[src/rtl/exe_fwd_pkg.sv]
package exe_fwd_pkg;
  typedef enum logic [1:0] {
    FWD_RF  = 2'b00,
    FWD_WB  = 2'b01,
    FWD_EXM = 2'b10
  } fwd_sel_e;
endpackage

[src/rtl/fwd_match.sv]
module fwd_match #(
  parameter int IDX_W = 3
) (
  input  logic             we_i,
  input  logic [IDX_W-1:0] dst_i,
  input  logic [IDX_W-1:0] src_i,
  output logic             hit_o
);
  always_comb hit_o = we_i && (dst_i != '0) && (dst_i == src_i);
endmodule

[src/rtl/fwd_operand.sv]
module fwd_operand
  import exe_fwd_pkg::*;
#(
  parameter int DATA_W = 32,
  parameter int IDX_W  = 3
) (
  input  logic [IDX_W-1:0]  src_i,
  input  logic [DATA_W-1:0] rf_data_i,
  input  logic              exm_we_i,
  input  logic [IDX_W-1:0]  exm_rd_i,
  input  logic [DATA_W-1:0] exm_data_i,
  input  logic              wb_we_i,
  input  logic [IDX_W-1:0]  wb_rd_i,
  input  logic [DATA_W-1:0] wb_data_i,
  output logic [1:0]        sel_o,
  output logic [DATA_W-1:0] op_o
);
  logic exm_hit, wb_hit;
  fwd_sel_e sel;

  fwd_match #(.IDX_W(IDX_W)) i_exm_match (
    .we_i(exm_we_i), .dst_i(exm_rd_i), .src_i(src_i), .hit_o(exm_hit)
  );
  fwd_match #(.IDX_W(IDX_W)) i_wb_match (
    .we_i(wb_we_i), .dst_i(wb_rd_i), .src_i(src_i), .hit_o(wb_hit)
  );

  // newer stage first
  always_comb begin
    if (exm_hit)     sel = FWD_EXM;
    else if (wb_hit) sel = FWD_WB;
    else             sel = FWD_RF;
  end

  always_comb begin
    unique case (sel)
      FWD_EXM: op_o = exm_data_i;
      FWD_WB:  op_o = wb_data_i;
      default: op_o = rf_data_i;
    endcase
  end

  assign sel_o = sel;

  always_comb begin
    a_r9_sel_legal: assert (sel_o != 2'b11);
    // both stages matching must pick execute/memory
    a_r3_exm_first: assert (!(exm_hit && wb_hit) || sel_o == 2'b10);
    a_r4_zero_idx: assert (src_i != '0 || sel_o == 2'b00);
    a_r5_we_low: assert ((exm_we_i || sel_o != 2'b10) && (wb_we_i || sel_o != 2'b01));
    a_r1_exm_data: assert (sel_o != 2'b10 || op_o == exm_data_i);
    a_r2_wb_data: assert (sel_o != 2'b01 || op_o == wb_data_i);
    a_r6_pass: assert (exm_hit || wb_hit || op_o == rf_data_i);
  end
endmodule

[src/rtl/exe_fwd_unit.sv]
module exe_fwd_unit #(
  parameter int DATA_W = 32,
  parameter int IDX_W  = 3
) (
  input  logic [IDX_W-1:0]  src_a_idx_i,
  input  logic [IDX_W-1:0]  src_b_idx_i,
  input  logic [DATA_W-1:0] rf_a_data_i,
  input  logic [DATA_W-1:0] rf_b_data_i,
  input  logic              exm_we_i,
  input  logic [IDX_W-1:0]  exm_rd_i,
  input  logic [DATA_W-1:0] exm_data_i,
  input  logic              wb_we_i,
  input  logic [IDX_W-1:0]  wb_rd_i,
  input  logic [DATA_W-1:0] wb_data_i,
  output logic [1:0]        sel_a_o,
  output logic [1:0]        sel_b_o,
  output logic [DATA_W-1:0] op_a_o,
  output logic [DATA_W-1:0] op_b_o
);
  localparam int NUM_OPS = 2;

  logic [IDX_W-1:0]  src_idx [NUM_OPS];
  logic [DATA_W-1:0] rf_data [NUM_OPS];
  logic [1:0]        sel     [NUM_OPS];
  logic [DATA_W-1:0] op      [NUM_OPS];

  assign src_idx[0] = src_a_idx_i;
  assign src_idx[1] = src_b_idx_i;
  assign rf_data[0] = rf_a_data_i;
  assign rf_data[1] = rf_b_data_i;

  // one independent selector per operand
  for (genvar g = 0; g < NUM_OPS; g++) begin : g_op
    fwd_operand #(.DATA_W(DATA_W), .IDX_W(IDX_W)) i_operand (
      .src_i     (src_idx[g]),
      .rf_data_i (rf_data[g]),
      .exm_we_i  (exm_we_i),
      .exm_rd_i  (exm_rd_i),
      .exm_data_i(exm_data_i),
      .wb_we_i   (wb_we_i),
      .wb_rd_i   (wb_rd_i),
      .wb_data_i (wb_data_i),
      .sel_o     (sel[g]),
      .op_o      (op[g])
    );
  end

  assign sel_a_o = sel[0];
  assign sel_b_o = sel[1];
  assign op_a_o  = op[0];
  assign op_b_o  = op[1];
endmodule

[config.mk]
export PLATFORM = sky130hd
export DESIGN_NAME = exe_fwd_unit
export DESIGN_NICKNAME = d
export VERILOG_FILES = /design/src/rtl/exe_fwd_pkg.sv /design/src/rtl/fwd_match.sv /design/src/rtl/fwd_operand.sv /design/src/rtl/exe_fwd_unit.sv
export SDC_FILE = /design/constraint.sdc
export NUM_CORES = 1
export LEC_CHECK = 0
export BUFFER_PORTS_ARGS = -buffer_cell sky130_fd_sc_hd__clkbuf_2
export CORE_AREA = 2 2 82 84
export DETAILED_ROUTE_END_ITERATION = 8
export DIE_AREA = 0 0 84 86
export PLACE_DENSITY_LB_ADDON = 0.25
export SLEW_MARGIN = 15
export SYNTH_ARGS = -nofsm -noshare
export SYNTH_HDL_FRONTEND = slang
export SYNTH_SLANG_ARGS = --single-unit
[constraint.sdc]
create_clock -name vclk -period 3.8
set_clock_uncertainty 0.15 [all_clocks]
set_input_delay 0.76 -clock vclk [all_inputs]
set_output_delay 0.76 -clock vclk [all_outputs]
set_load 0.05 [all_outputs]
==> results.toml <==
[outcome]
status = "finished clean"

[cts]
cts_setup_buffers = 0
hold_buffers = 0
postCtsResizedCells = 0

[logic_synthesis]
synth_simple_gate_area_share_pct = 21.6
synthAdderAreaFrac_pct = 0
synth_cell_types = 17
synth_compound_area_share_pct = 23.7
syn_area_mm2 = 0.00164
seq_area_frac_synth_pct = 0
muxShareOfSynthArea_pct = 39.0
avgSynthCellArea_um2 = 6.67
synthesis.nets = 388
yosys.area_share.xor_xnor_pct = 4.27
synth_top_family_by_area = "multiplexers"
synth_cells = 246
synth_warnings = 0

[layout]
nClkBuffers = 0
antenna_cells = 0
multi_input_area_mm2 = 0.00147
mostFrequentLayoutCell = "clkbuf_2"
instances_no_fill = 519
seqCellArea_um2 = 0
synthToLayoutAreaGrowth_pct = 63.8
finalNetCount = 586
n_fill_cell = 664
drive_gt1_share_pct = 50.9
design.seq.count = 0
final_cell_mix = "clkbuf_2 (210), nand2_1 (68), mux2i_1 (64), o21ai_0 (34), o21ai_1 (30)"
final_util_pct = 42.8
final_cell_area_mm2 = 0.00269

[power_and_ir_drop]
pwr-share-seq_pct = 0
p_comb_share_pct = 100.0
power_density_mw_per_mm2 = 190
switchingPower_mw = 0.358
p_leak_nw = 1.74
power_frac_clock_pct = 0
switching_share_pct = 70.1
vdd_drop_max_v = 0.000127
power.internal_mw = 0.153

[placement]
io_buffers = 210
placed_area_mm2 = 0.00269
dp_hpwl_um = 5460
globalplace.congestion = 0.792
dp.cells = 519

[worst_hold_path]
worstHoldStart = "exm_data_i[1]"
min_to = "op_b_o[1]"
min_path_type = "input pin to output port"
min_path_cells = 4

[routing]
drtIter0Drc = 59
routed_wl_um = 6390
drc = 0
dr.pass1.iters = 4
vias = 2454
wire_per_inst_um = 12.3
vias_per_cell = 4.73
final_antenna_net_count = 0

[critical_path]
slowest_delay_ps = 300
cp_data_arrival_time_ps = 2340
crit_top_cell = "clkbuf_2"
cp-start-kind = "input pin"
critPathCaptureType = "output port"
cp_slowest_cell = "clkbuf_2"
crit_fanout = 12
worstSetupPathType = "input pin to output port"
crit_chain = "clkbuf_2 -> o21bai_2 -> o21ai_2 -> nand4_4 -> buf_4 -> mux2i_1 -> o21ai_0 -> clkbuf_2"
critical_path_required_ps = 2890

[floorplanning]
dieArea_mm2 = 0.00722
core_mm2 = 0.00628
die_h_um = 86
num_rows = 29
die_w_um = 84
num_io_pins = 210
start_util_pct = 26.2

[run]
maxCapViolCount = 0

[timing]
hold_violations = 0
rsz0062_at_grt = "no"
worst_pin_slew_ps = 407
fin_tns_setup_ps = 0
max_freq_ghz = 0.307
period_needed_ps = 3250
final_max_slew_viol_count = 0
post-route-period-util_pct = 85.6
holdWs_ps = 1780
slew_headroom_pct = 72.8
setup_viol = 0

[grt]
first_global_vias = 2395
track_usage_pct = 16.6
grt_pass1_wl_um = 10300
antenna_found_initial = 0
overflow = 0
grt_max_degree = 45
==> power by group through the flow <==
stage / registers [mW] / logic [mW] / clock network, mW
final: 0 / 0.511 / 0
after global routing: 0 / 0.545 / 0
after CTS: 0 / 0.515 / 0
after detailed placement: 0 / 0.514 / 0
after global placement: 0 / 0.513 / 0
after floorplan: 0 / 0.354 / 0
==> layer usage <==
metal  track usage, %  routed length (um)  up-vias
li1                 -                   -     1264
met1             17.8                2390     1055
met2             34.9                3410      129
met3             2.98                 557        6
met4             1.03                  40        0
met5                0                   0        -
==> Yosys cell counts, types with 2 or more instances <==
cell      number  area, um^2
a22oi_1        2        15.0
o21ai_0       34         170
nand4_4        2        42.5
buf_6         10         113
xnor2_1        8        70.1
o22ai_2        2        25.0
o21ai_2        2        17.5
o21ai_1       30         150
nor2_1         4        15.0
mux2i_1       64         641
nand2_1       68         255
nor2b_1        2        12.5
nand3_1        4        20.0
buf_4          8        60.1
clkbuf_1       4        15.0
==> worst max-delay path by stage <==
stage                    from         end  slack [ps]  cells after the start
2_1_floorplan      wb_rd_i[0]  op_a_o[10]         210                      6
3_3_place_gp   src_b_idx_i[0]  op_b_o[29]         550                      8
3_5_place_dp       wb_rd_i[0]  op_a_o[21]         510                      8
4_1_cts            wb_rd_i[0]  op_a_o[21]         510                      8
5_1_grt        src_b_idx_i[0]  op_b_o[12]         360                      8
6_report           wb_rd_i[0]  op_a_o[21]         550                      8
==> worst max-delay path: cells and delay by family <==
kind | cells | cell delay [ps]
and+or+nand+nor | 1 | 240
buffers and inverters | 3 | 690
AOI/OAI and AO/OA | 3 | 520
muxes | 1 | 130
==> metrics by stage <==
stage	setup slack, ps	total power [mW]
detailed placement	511	0.514
CTS	508	0.515
floorplan	209	0.354
global placement	548	0.513
global route	359	0.545
finish	546	0.511
==> cells by family (layout without fill, tap and decap cells) <==
group                  after synthesis  after routing
multiplexers                        64             64
AO/OA/AOI/OAI                       71             71
XOR/XNOR                             8              8
buffers and inverters               22            218
AND/OR/NAND/NOR                     81             81
==> layout make-up <==
cell class         instances  share of cell area (%)
multi-input cells        224                    54.6
repair buffers           218                    41.8
well taps                 77                    3.58
Power figures use the tool's default switching activity.
